### config.mk
export PLATFORM = sky130hd
export DESIGN_NAME = halt_dbg_ctrl
export DESIGN_NICKNAME = d
export VERILOG_FILES = /design/src/rtl/halt_dbg_ctrl.sv
export SDC_FILE = /design/constraint.sdc
export NUM_CORES = 1
export LEC_CHECK = 0
export CAP_MARGIN = 30
export CORE_UTILIZATION = 28
export CTS_BUF_LIST = sky130_fd_sc_hd__clkbuf_16
export DETAILED_ROUTE_END_ITERATION = 12
export GPL_TIMING_DRIVEN = 0
export MAX_ROUTING_LAYER = met4
export PLACE_DENSITY = 0.8
export SLEW_MARGIN = 40
export SYNTH_ARGS = -nofsm -noshare
export SYNTH_HDL_FRONTEND = slang
export SYNTH_SLANG_ARGS = --single-unit
### constraint.sdc
create_clock -name clk -period 1.07 [get_ports clk]
set_clock_uncertainty 0.05 [all_clocks]
set_input_delay 0.214 -clock clk [delete_from_list [all_inputs] [get_ports clk]]
set_output_delay 0.214 -clock clk [all_outputs]
set_load 0.1 [all_outputs]
### src/rtl/halt_dbg_ctrl.sv
module halt_dbg_ctrl #(
  parameter int DW = 32,
  parameter int MODE_BIT = 14,
  parameter int SYNC_STAGES = 2
) (
  input  logic          clk,
  input  logic          rst_n,
  input  logic          dp_csr_we,
  input  logic          dp_dtr_we,
  input  logic [DW-1:0] dp_wdata,
  input  logic          dp_halt_cmd,
  input  logic          dp_restart_cmd,
  input  logic          dp_instr_valid,
  input  logic [DW-1:0] dp_instr,
  output logic [DW-1:0] dp_csr_rdata,
  output logic [DW-1:0] dp_dtr_rdata,
  input  logic          core_csr_we,
  input  logic          core_dtr_we,
  input  logic [DW-1:0] core_wdata,
  output logic [DW-1:0] core_dtr_rdata,
  input  logic          dbg_enable,
  input  logic          core_dbg_permit,
  input  logic          ev_bkpt,
  input  logic          ev_wpt,
  input  logic          ev_swbkpt,
  input  logic          ev_vcatch,
  input  logic          ext_dbgrq,
  input  logic          core_halted_ack,
  output logic          halt_req,
  output logic          inject_valid,
  output logic [DW-1:0] inject_instr
);
  localparam int NEV = 6;
  localparam int RW = 4;

  logic                   halt_mode;
  logic                   restarted;
  logic                   rst_pend;
  logic [RW-1:0]          reason;
  logic [DW-1:0]          dtr;
  logic [SYNC_STAGES-1:0] ext_sync;
  logic [NEV-1:0]         ev;
  logic [RW-1:0]          ev_code;
  logic                   armed;
  logic                   enter;
  logic                   leave;

  assign ev = {ev_vcatch, ext_sync[SYNC_STAGES-1], ev_swbkpt, ev_wpt, ev_bkpt, dp_halt_cmd};

  always_comb begin
    ev_code = '0;
    for (int i = NEV - 1; i >= 0; i--)
      if (ev[i]) ev_code = RW'(i);
  end

  assign armed = halt_mode && dbg_enable && core_dbg_permit;
  assign enter = !halt_req && armed && (|ev);
  assign leave = halt_req && dp_restart_cmd && core_halted_ack;

  always_ff @(posedge clk or negedge rst_n) begin
    if (!rst_n) ext_sync <= '0;
    else        ext_sync <= {ext_sync[SYNC_STAGES-2:0], ext_dbgrq};
  end

  always_ff @(posedge clk or negedge rst_n) begin
    if (!rst_n) begin
      halt_mode <= 1'b0;
      halt_req  <= 1'b0;
      reason    <= '0;
      restarted <= 1'b0;
      rst_pend  <= 1'b0;
    end else begin
      if (dp_csr_we) halt_mode <= dp_wdata[MODE_BIT];
      if (enter) begin
        halt_req  <= 1'b1;
        reason    <= ev_code;
        restarted <= 1'b0;
        rst_pend  <= 1'b0;
      end else if (leave) begin
        halt_req <= 1'b0;
        rst_pend <= 1'b1;
      end else if (rst_pend && !core_halted_ack) begin
        restarted <= 1'b1;
        rst_pend  <= 1'b0;
      end
    end
  end

  always_ff @(posedge clk or negedge rst_n) begin
    if (!rst_n)           dtr <= '0;
    else if (dp_dtr_we)   dtr <= dp_wdata;
    else if (core_dtr_we) dtr <= core_wdata;
  end

  always_comb begin
    dp_csr_rdata           = '0;
    dp_csr_rdata[MODE_BIT] = halt_mode;
    dp_csr_rdata[5:2]      = reason;
    dp_csr_rdata[1]        = restarted;
    dp_csr_rdata[0]        = core_halted_ack;
  end

  assign dp_dtr_rdata   = dtr;
  assign core_dtr_rdata = dtr;
  assign inject_valid   = dp_instr_valid && halt_req && core_halted_ack;
  assign inject_instr   = dp_instr;

  a_r2_core_write_no_mode: assert property (@(posedge clk) disable iff (!rst_n)
    (core_csr_we && !dp_csr_we) |=> $stable(halt_mode));
  a_r4_entry_needs_arm: assert property (@(posedge clk) disable iff (!rst_n)
    $rose(halt_req) |-> $past(halt_mode && dbg_enable && core_dbg_permit));
  a_r6_reason_held: assert property (@(posedge clk) disable iff (!rst_n)
    (halt_req && $past(halt_req)) |-> $stable(reason));
  a_r8_exit_by_restart: assert property (@(posedge clk) disable iff (!rst_n)
    $fell(halt_req) |-> $past(dp_restart_cmd && core_halted_ack));
  a_r9_flag_cleared_on_entry: assert property (@(posedge clk) disable iff (!rst_n)
    $rose(halt_req) |-> !restarted);
  a_r9_flag_waits_for_core: assert property (@(posedge clk) disable iff (!rst_n)
    $rose(restarted) |-> $past(!core_halted_ack && !halt_req));
endmodule

Yosys cells after proc, flatten, opt, wreduce, memory -nomap -nowiden:

Cells that the tools add are included.

* eq/ne operators: 1
* mux-type cells: 16
* reductions and logical operators: 17

Operator list (count)
* 32-bit 2-to-1 mux: 2
* 3-bit 2-to-1 mux: 4
* 1-bit logical AND: 9
* 1-bit 2-to-1 mux: 8
* 4-bit 2-to-1 mux: 2
* 2-bit nonzero test: 3
* 6-bit OR reduction: 1
* 3-bit nonzero test: 1
* 1-bit zero test: 2
* 2-bit inequality test (second input constant): 1
* 2-bit AND reduction: 1

* register bits after elaboration: 42
* bits of input ports: 113
* output and inout bits: 130
* word-level logic and storage cells: 41

Longest topological paths before layout:

Gate-level depths: netlist of the first run.

* word-level depth: 6
* mapped depth: 4
* depth with buffers taken out: 3

Least setup slack after synthesis of the first run:

OpenSTA, ideal clock, no wires.

* path type: flip-flop to output port
* start: register halt_req
* end: output port inject_valid
* arrival: 1.866 ns
* data required time: 0.806 ns
* setup slack: -1.060 ns
* cell stages (with the launch flop): 2
* path buffers: 0
* cell sequence: dfrtp_1 and3_1

* longest elaborated chain between the ends: 2

RTL lines
* start, declared: RTL line 29 `output logic halt_req,`
* start signal, assigned: RTL line 68 `halt_req <= 1'b0;`
* start signal, assigned: RTL line 75 `halt_req <= 1'b1;`
* start signal, assigned: RTL line 80 `halt_req <= 1'b0;`
* 1-bit logical AND (2 in a row): RTL line 105 `assign inject_valid = dp_instr_valid && halt_req && core_halted_ack;`
* end, declared: RTL line 30 `output logic inject_valid,`

Every way passes these cells.

Worst setup path after layout of the first run:

Same ends and word-level chain as after synthesis.

==> results of run 1 <==
worst min-delay path by stage:
stage | to | cells past startpoint | from | slack [ns]
after floorplan | ext_sync[0]$_DFF_PN0_ | 0 | rst_n | -0.13
after global placement | ext_sync[1]$_DFF_PN0_ | 0 | ext_sync[0]$_DFF_PN0_ | 0.28
after detailed placement | core_dtr_rdata[15]$_DFFE_PN0P_ | 1 | rst_n | 0.20
after CTS | core_dtr_rdata[7]$_DFFE_PN0P_ | 2 | dp_dtr_we | 0.21
after global routing | core_dtr_rdata[8]$_DFFE_PN0P_ | 2 | dp_dtr_we | 0.24
final | core_dtr_rdata[7]$_DFFE_PN0P_ | 2 | dp_dtr_we | 0.21
synth_stat cells, drive strengths merged:
master  instances  area share, %
a211o           1           0.39
a21o            1           0.29
a21oi           3           0.73
a221oi          1           0.34
and3            1           0.24
buf            99             29
clkbuf          5           0.73
conb            1           0.15
dfrtp          41             40
inv             4           0.58
mux2            1           0.44
mux2i          32             12
nand2          33            4.8
nand4b          1           0.92
nor2            5           0.73
nor3            1           0.39
nor4            1           0.82
o21ai          33            6.4
o22a            1           0.39
o22ai           2           0.49
cell type report:
class / count / area (um2)
Inverter: 4 / 15.0
Fill cell: 602 / 2880
Buffer: 103 / 1160
Sequential cell: 41 / 1150
Tap cell: 108 / 135
Clock buffer: 5 / 125
Clock inverter: 3 / 12.5
Timing Repair Buffer: 187 / 2420
Multi-Input combinational cell: 143 / 901
cell families after synthesis:
kind of cell | Yosys count | synth area share [%]
compound gates | 42 | 9.03
simple gates | 42 | 7.91
buf+inv | 108 | 30.3
mux | 33 | 12.9
flops | 41 | 39.8
other cells | 1 | 0.145
through the flow:
step                      instances  util, %  area [um2]
after global routing            594     67.3        5930
after global placement          581     58.5        5150
after detailed placement        581     52.6        4630
after floorplan                 292        -        3200
after CTS                       592     66.7        5880
final                           594     67.3        5930
sequential cells by signal, summed over array words and instances (netlist names):
name and count:
halt_req 1, ext_sync 2, reason 3, core_dtr_rdata 32, rst_pend 1, restarted 1, halt_mode 1
what timing repair did:
action | CTS | global route
hold endpoints to repair | 41 | 0
gates resized for setup | 293 | 10
buffers inserted | 3 | 2
endpoints found under the setup margin | 78 | 113
hold buffers | 1 | 0
pin swaps | 2 | 2
worst reg2reg max path, cell delays in order (launching register included):
cell      delay, ns
dfrtp_4        0.49
nand4b_4       0.23
a21oi_4        0.25
o22ai_2        0.11
routing by layer:
layer	wire, um	GRT usage [%]	share of wire [%]
met1	3070	18.3	33
met2	5360	38.1	57
met3	770	4.29	8.2
met4	165	5.71	1.8
met5	0	-	0
where the power goes:
group / leakage, nW / total, mW / switching, mW / internal (mW)
Sequential: 0.459 / 2.11 / 0.296 / 1.81
Combinational: 2.23 / 5.80 / 3.64 / 2.16
Clock: 0.0687 / 1.43 / 0.591 / 0.844
Total: 2.76 / 9.34 / 4.53 / 4.82
==> impl_metrics.env, run 1 <==
export IMPL_max_cap_violations=0
export IMPL_worst_path_stages=2
export IMPL_hold_slack_ns=0.211
export IMPL_start_util_pct=29.3
export IMPL_syn_avg_cell_area_um2=9.66
export IMPL_core_mm2=0.00881
export IMPL_grt_max_degree=42
export IMPL_setup_violations=77
export IMPL_critPathArrivalTime_ns=1.10
export IMPL_diodes=0
export IMPL_area_delta_synth_final_pct=130
export IMPL_rsz0062_at_grt="true"
export IMPL_min_path_type="primary input to flop"
export IMPL_criticalPathCategory="flop to output port"
export IMPL_r2r_end="reason[0]$_DFFE_PN0P_"
export IMPL_rows=34
export IMPL_final_common_cell="buf_12"
export IMPL_max_freq_mhz=732
export IMPL_route_vias_total=2547
export IMPL_r2r_slack_ns=-0.19
export IMPL_place_ws_ns=-0.526
export IMPL_nets=598
export IMPL_ys_types=23
export IMPL_die_y_um=98.0
export IMPL_cp_slowest_cell="dfrtp_4"
export IMPL_violations="design-rule violations, negative setup slack"
export IMPL_crit_family="flip-flops"
export IMPL_crit_buf_inv=1
export IMPL_crit_chain="and3_4 > buf_12"
export IMPL_period_minus_slack_ns=1.37
export IMPL_most_common_layout_cells="buf_12, clkdlybuf4s50_1, buf_4, buf_2"
export IMPL_drc_errors=16
export IMPL_hpwl_mm=6.59
export IMPL_postRouteAntennaNets=0
export IMPL_grt_pass1_vias=2737
export IMPL_cts_buffers=5
export IMPL_detail_route_iter0_violations=54
export IMPL_slew_viol_final=0
export IMPL_vdd_ir_drop_max_uv=804
export IMPL_track_usage_pct=19.3
export IMPL_cp_max_fo=4
export IMPL_relSlewSlack_pct=65.9
export IMPL_endpoint_kind="output port"
export IMPL_leakage_nw=2.76
export IMPL_r2r_cells=3
export IMPL_status="finished, violations left"
export IMPL_finalHoldViolations=0
export IMPL_die_area_mm2=0.00960
export IMPL_cts_sinks=41
export IMPL_yosys_register_bits=41
export IMPL_drive_above_1_share_pct=53.7
export IMPL_syn_area_mm2=0.00258
export IMPL_wl_per_cell_um=15.8
export IMPL_critical_path_max_stage_delay_ns=0.49
export IMPL_viasPerCell=4.29
export IMPL_crit_start="halt_req$_DFFE_PN0P_"
export IMPL_clk_insertion_delay_late_ns=0.28
export IMPL_crit_end="inject_valid"
export IMPL_grt_overflow_total=0
export IMPL_wirelength_mm=9.37
export IMPL_seq_area_frac_synth_pct=39.8
export IMPL_synth_cells=267
export IMPL_port_buffers=181
export IMPL_ys_warn_count=0
export IMPL_cts_buffer_depth=2
export IMPL_crit_reg2reg_launch="halt_req$_DFFE_PN0P_"
export IMPL_fin_tns_setup_ns=-15.85
export IMPL_fp_dieW_um=98.0
export IMPL_cts_tree="yes"
export IMPL_worstMarginPinSlew_ns=0.511
export IMPL_firstDrtPassIters=8
export IMPL_powerDensity_mw_per_mm2=1580
export IMPL_fin_crit_sh_pct=128
export IMPL_grt_pass1_wl_mm=14.0
export IMPL_htree_levels=2
export IMPL_cp_start_kind="flop"
export IMPL_clk_pin_slew_ns=0.06
export IMPL_cts_root_buf="clkbuf_16"
export IMPL_cp_required_ns=0.81
export IMPL_grt_antenna_before_repair=0
export IMPL_fin_ws_ns=-0.296
export IMPL_total_power_mw=9.34
export IMPL_io_pins=243
export IMPL_gp_congestion=0.804
No activity file was read; power rests on OpenSTA's default activity.
==> run 2: changes to the inputs <==
--- a/config.mk
+++ b/config.mk
@@ -6,11 +6,11 @@
 export NUM_CORES = 1
 export LEC_CHECK = 0
 export CAP_MARGIN = 30
+export CORE_ASPECT_RATIO = 1.1
 export CORE_UTILIZATION = 28
 export CTS_BUF_LIST = sky130_fd_sc_hd__clkbuf_16
 export DETAILED_ROUTE_END_ITERATION = 12
 export GPL_TIMING_DRIVEN = 0
-export MAX_ROUTING_LAYER = met4
 export PLACE_DENSITY = 0.8
 export SLEW_MARGIN = 40
 export SYNTH_ARGS = -nofsm -noshare
==> impl_metrics.env, run 2 (same netlist as run 1, synthesis figures left out) <==
export IMPL_drc_errors=0
export IMPL_finalHoldViolations=0
export IMPL_fp_dieW_um=93.5
export IMPL_crit_buf_inv=2
export IMPL_die_area_mm2=0.00960
export IMPL_most_common_layout_cells="buf_12, clkdlybuf4s50_1, buf_4, buf_2"
export IMPL_cp_start_kind="flop"
export IMPL_crit_start="core_dtr_rdata[18]$_DFFE_PN0P_"
export IMPL_rows=36
export IMPL_diodes=0
export IMPL_grt_overflow_total=0
export IMPL_critPathArrivalTime_ns=1.10
export IMPL_fin_ws_ns=-0.292
export IMPL_track_usage_pct=19.5
export IMPL_hpwl_mm=6.84
export IMPL_hold_start="dp_dtr_we"
export IMPL_route_vias_total=2556
export IMPL_clk_insertion_delay_late_ns=0.28
export IMPL_crit_family="flip-flops"
export IMPL_endpoint_kind="output port"
export IMPL_min_path_type="primary input to flop"
export IMPL_power_frac_comb_pct=60.3
export IMPL_leakage_nw=2.79
export IMPL_final_common_cell="buf_12"
export IMPL_clk_pin_slew_ns=0.06
export IMPL_clkPwrFrac_pct=17.8
export IMPL_nets=600
export IMPL_cts_sinks=41
export IMPL_worst_path_most_repeated_cell="buf_12"
export IMPL_cp_slowest_cell="dfrtp_4"
export IMPL_intPower_mw=5.07
export IMPL_detail_route_iter0_violations=25
export IMPL_place_ws_ns=-0.556
export IMPL_status="finished, violations left"
export IMPL_drive_above_1_share_pct=53.5
export IMPL_area_delta_synth_final_pct=131
export IMPL_cts_buffers=5
export IMPL_slew_viol_final=0
export IMPL_cts_buffer_depth=2
export IMPL_grt_pass1_wl_mm=14.3
export IMPL_postRouteAntennaNets=0
export IMPL_core_mm2=0.00892
export IMPL_largest_register_ffs=32
export IMPL_cts_root_buf="clkbuf_16"
export IMPL_p_switching_mw=4.55
export IMPL_grt_antenna_before_repair=0
export IMPL_fin_crit_sh_pct=127
export IMPL_grt_max_degree=23
export IMPL_htree_levels=2
export IMPL_max_freq_mhz=734
export IMPL_grt_pass1_vias=2746
export IMPL_port_buffers=181
export IMPL_setup_violations=77
export IMPL_die_y_um=103
export IMPL_rsz0062_at_grt="true"
export IMPL_period_minus_slack_ns=1.36
export IMPL_cp_max_fo=3
export IMPL_swShare_pct=47.3
export IMPL_violations="negative setup slack"
export IMPL_vdd_ir_drop_max_uv=765
export IMPL_n_fill_cell=632
export IMPL_firstDrtPassIters=4
export IMPL_powerDensity_mw_per_mm2=1610
export IMPL_fin_tns_setup_ns=-15.77
export IMPL_seqPwrFrac_pct=21.9
export IMPL_max_cap_violations=0
export IMPL_viasPerCell=4.25
export IMPL_io_pins=243
export IMPL_gp_congestion=0.780
export IMPL_criticalPathCategory="flop to output port"
export IMPL_wirelength_mm=9.51
export IMPL_fin_cells=602
export IMPL_crit_reg2reg_launch="halt_req$_DFFE_PN0P_"
export IMPL_critical_path_max_stage_delay_ns=0.52
export IMPL_relSlewSlack_pct=65.2
export IMPL_dp_cells=588
export IMPL_crit_chain="buf_12 > buf_12"
export IMPL_cts_tree="yes"
export IMPL_worstMarginPinSlew_ns=0.526
export IMPL_cp_required_ns=0.81
export IMPL_start_util_pct=28.9
export IMPL_wl_per_cell_um=15.8
run 2: final timing paths:
| kind | to | slack (ns) | cells after the start |
|---|---|---|---|
| max | dp_dtr_rdata[18] | -0.29 | 2 |
| min | core_dtr_rdata[7]$_DFFE_PN0P_ | 0.19 | 2 |
| max reg2reg | reason[0]$_DFFE_PN0P_ | -0.18 | 3 |
| min reg2reg | ext_sync[1]$_DFF_PN0_ | 0.30 | 0 |
| max in group asynchronous | core_dtr_rdata[2]$_DFFE_PN0P_ | 0.20 | 3 |
| min in group asynchronous | core_dtr_rdata[11]$_DFFE_PN0P_ | 0.33 | 2 |
run 2: cell type report:
cell class                 instances  area [um2]  share of cell area, %
multi-input combinational        143         881                   14.8
timing repair buffer             189        2450                   41.0
clock inverter                     3        38.8                  0.650
clock buffer                       5         125                   2.10
buffer                           103        1160                   19.5
inverter                           4        15.0                  0.252
sequential                        41        1150                   19.3
tap                              114         143                   2.39
run 2: metal layers:
layer	global-route usage [%]	wire length [um]	vias to the layer above	part of all wire, %
met5	0	0	-	0
met4	5.56	134	0	1.4
met3	4.06	786	11	8.3
met2	40.5	5470	149	57
met1	19.1	3130	1202	33
li1	-	-	1194	-
run 2: through the flow:
step | power, mW | utilization [%] | area [um2] | hold WS [ns]
global placement | 7.08 | 57.8 | 5160 | 0.289
floorplan | 5.99 | - | 3200 | -0.132
global route | 9.86 | 66.9 | 5970 | 0.243
detailed placement | 6.78 | 52.3 | 4660 | 0.0826
finish | 9.61 | 66.9 | 5970 | 0.194
CTS | 9.51 | 66.3 | 5910 | 0.202
run 2: timing repair:
action	CTS	global route
resized for setup	287	9
hold buffers	1	0
setup buffers	3	3
hold endpoints to repair	19	0
pin swaps	3	0
endpoints found under the setup margin	78	78
run 2: power by group through the flow:
stage          logic (mW)  clock network (mW)  registers [mW]
3_5_place_dp         4.74                   0            2.04
6_report             5.80                1.71            2.11
3_3_place_gp         5.04                   0            2.03
4_1_cts              5.69                1.73            2.10
5_1_grt              5.94                1.78            2.14
2_1_floorplan        2.83                   0            3.16
==> run 3: changes to the inputs <==
--- a/config.mk
+++ b/config.mk
@@ -12,7 +12,7 @@
 export DETAILED_ROUTE_END_ITERATION = 12
 export GPL_TIMING_DRIVEN = 0
 export PLACE_DENSITY = 0.8
-export SLEW_MARGIN = 40
+export SLEW_MARGIN = 0
 export SYNTH_ARGS = -nofsm -noshare
 export SYNTH_HDL_FRONTEND = slang
 export SYNTH_SLANG_ARGS = --single-unit
==> impl_metrics.env, run 3 (same netlist as run 1, synthesis figures left out) <==
export IMPL_status="finished, violations left"
export IMPL_violations="negative hold slack, negative setup slack"
export IMPL_rsz0062_at_grt="true"
export IMPL_max_cap_violations=0
export IMPL_core_mm2=0.00892
export IMPL_drive_above_1_share_pct=53.6
export IMPL_cts_buffers=5
export IMPL_grt_overflow_total=0
export IMPL_cp_start_kind="flop"
export IMPL_fin_crit_sh_pct=127
export IMPL_wl_per_cell_um=15.9
export IMPL_final_common_cell="buf_12"
export IMPL_multi_input_area_um2=890
export IMPL_endpoint_kind="output port"
export IMPL_cts_root_buf="clkbuf_16"
export IMPL_nets=598
export IMPL_cts_sinks=41
export IMPL_post_route_cell_area_mm2=0.00595
export IMPL_io_pins=243
export IMPL_fp_dieW_um=93.5
export IMPL_period_minus_slack_ns=1.36
export IMPL_postRouteAntennaNets=0
export IMPL_n_fill_cell=647
export IMPL_grt_max_degree=23
export IMPL_most_common_layout_cells="buf_12, clkdlybuf4s50_1, buf_4, buf_2"
export IMPL_die_area_mm2=0.00960
export IMPL_grt_antenna_before_repair=0
export IMPL_seq_area_mm2=0.00115
export IMPL_total_power_mw=9.30
export IMPL_cts_buffer_depth=2
export IMPL_hold_slack_ns=-0.135
export IMPL_fin_ws_ns=-0.289
export IMPL_grt_pass1_wl_mm=14.4
export IMPL_criticalPathCategory="flop to output port"
export IMPL_finalHoldViolations=19
export IMPL_route_vias_total=2566
export IMPL_diodes=0
export IMPL_fin_tns_setup_ns=-15.25
export IMPL_setup_violations=77
export IMPL_crit_chain="and3_4 > buf_12"
export IMPL_critPathArrivalTime_ns=1.10
export IMPL_cp_required_ns=0.81
export IMPL_max_freq_mhz=736
export IMPL_r2r_slack_ns=-0.17
export IMPL_grt_pass1_vias=2827
export IMPL_area_delta_synth_final_pct=131
export IMPL_leakage_nw=2.77
export IMPL_r2r_end="reason[0]$_DFFE_PN0P_"
export IMPL_largest_register_ffs=32
export IMPL_powerDensity_mw_per_mm2=1560
export IMPL_hpwl_mm=7.15
export IMPL_die_y_um=103
export IMPL_viasPerCell=4.28
export IMPL_critical_path_max_stage_delay_ns=0.49
export IMPL_r2r_cells=3
export IMPL_track_usage_pct=19.6
export IMPL_clk_pin_slew_ns=0.06
export IMPL_drc_errors=0
export IMPL_worstMarginPinSlew_ns=0.535
export IMPL_gp_congestion=0.780
export IMPL_placed_cell_area_mm2=0.00521
export IMPL_slew_viol_final=0
export IMPL_rows=36
export IMPL_cp_slowest_cell="dfrtp_4"
export IMPL_wirelength_mm=9.51
export IMPL_htree_levels=2
export IMPL_relSlewSlack_pct=64.3
export IMPL_clk_insertion_delay_late_ns=0.27
export IMPL_cts_tree="yes"
export IMPL_firstDrtPassIters=4
export IMPL_vdd_ir_drop_max_uv=732
export IMPL_port_buffers=181
export IMPL_min_path_type="primary input to asynchronous set/reset pin"
export IMPL_cp_max_fo=3
export IMPL_start_util_pct=28.9
export IMPL_detail_route_iter0_violations=31
export IMPL_crit_reg2reg_launch="halt_req$_DFFE_PN0P_"
[run 3: cell types whose count changed in the layout (fill, tap and decap cells not counted), sizes merged]
cell and change:
buf -1, dlygate4sd3 -1, bufinv -1
[run 3: worst max path at each step]
stage | to | slack (ns) | depth (start not counted) | from
5_1_grt | inject_valid | -0.31 | 2 | halt_req$_DFFE_PN0P_
4_1_cts | inject_valid | -0.29 | 2 | halt_req$_DFFE_PN0P_
6_report | inject_valid | -0.29 | 2 | halt_req$_DFFE_PN0P_
3_5_place_dp | inject_valid | -1.26 | 3 | core_halted_ack
2_1_floorplan | reason[0]$_DFFE_PN0P_ | -0.27 | 3 | halt_req$_DFFE_PN0P_
3_3_place_gp | core_dtr_rdata[1]$_DFFE_PN0P_ | -1.72 | 1 | rst_n
[run 3: repair_timing]
action | 4_1_cts | 5_1_grt
pin swaps | 3 | 1
endpoints found under the setup margin | 110 | 78
hold endpoints to repair | 19 | 19
setup buffers | 4 | 1
gates resized for setup | 807 | 7
[run 3: cell type report]
type / instances / area share (%)
timing repair buffer: 187 / 41.3
clock inverter: 2 / 0.126
inverter: 4 / 0.252
tap: 114 / 2.40
multi-input combinational: 143 / 15.0
clock buffer: 5 / 2.10
buffer: 103 / 19.5
sequential: 41 / 19.4
[run 3: where the power goes]
| group | switching [mW] | leakage (nW) | internal (mW) | total (mW) |
|---|---|---|---|---|
| clock network | 0.552 | 0.0685 | 0.834 | 1.39 |
| registers | 0.294 | 0.459 | 1.81 | 2.11 |
| logic | 3.64 | 2.25 | 2.17 | 5.81 |
| total | 4.48 | 2.77 | 4.82 | 9.30 |
[run 3: critical path, delay by kind of cell, from the launching register on]
family,cells,cell delay [ns]
simple gates,1,0.17
flops,1,0.49
buf+inv,1,0.16
[run 3: routing by layer]
layer	GRT usage (%)	vias up	part of all wire (%)
met2	41.4	147	58
met3	4.57	6	8.2
met5	0	-	0
li1	-	1192	-
met1	19.3	1221	33
met4	3.79	0	0.68
[run 3: metrics by stage]
stage | util (%) | setup slack, ns | std cells
after global placement | 57.8 | -1.72 | 587
after detailed placement | 58.4 | -1.26 | 589
after floorplan | - | -0.272 | 292
after global routing | 66.7 | -0.313 | 599
final | 66.7 | -0.289 | 599
after CTS | 66.4 | -0.289 | 598
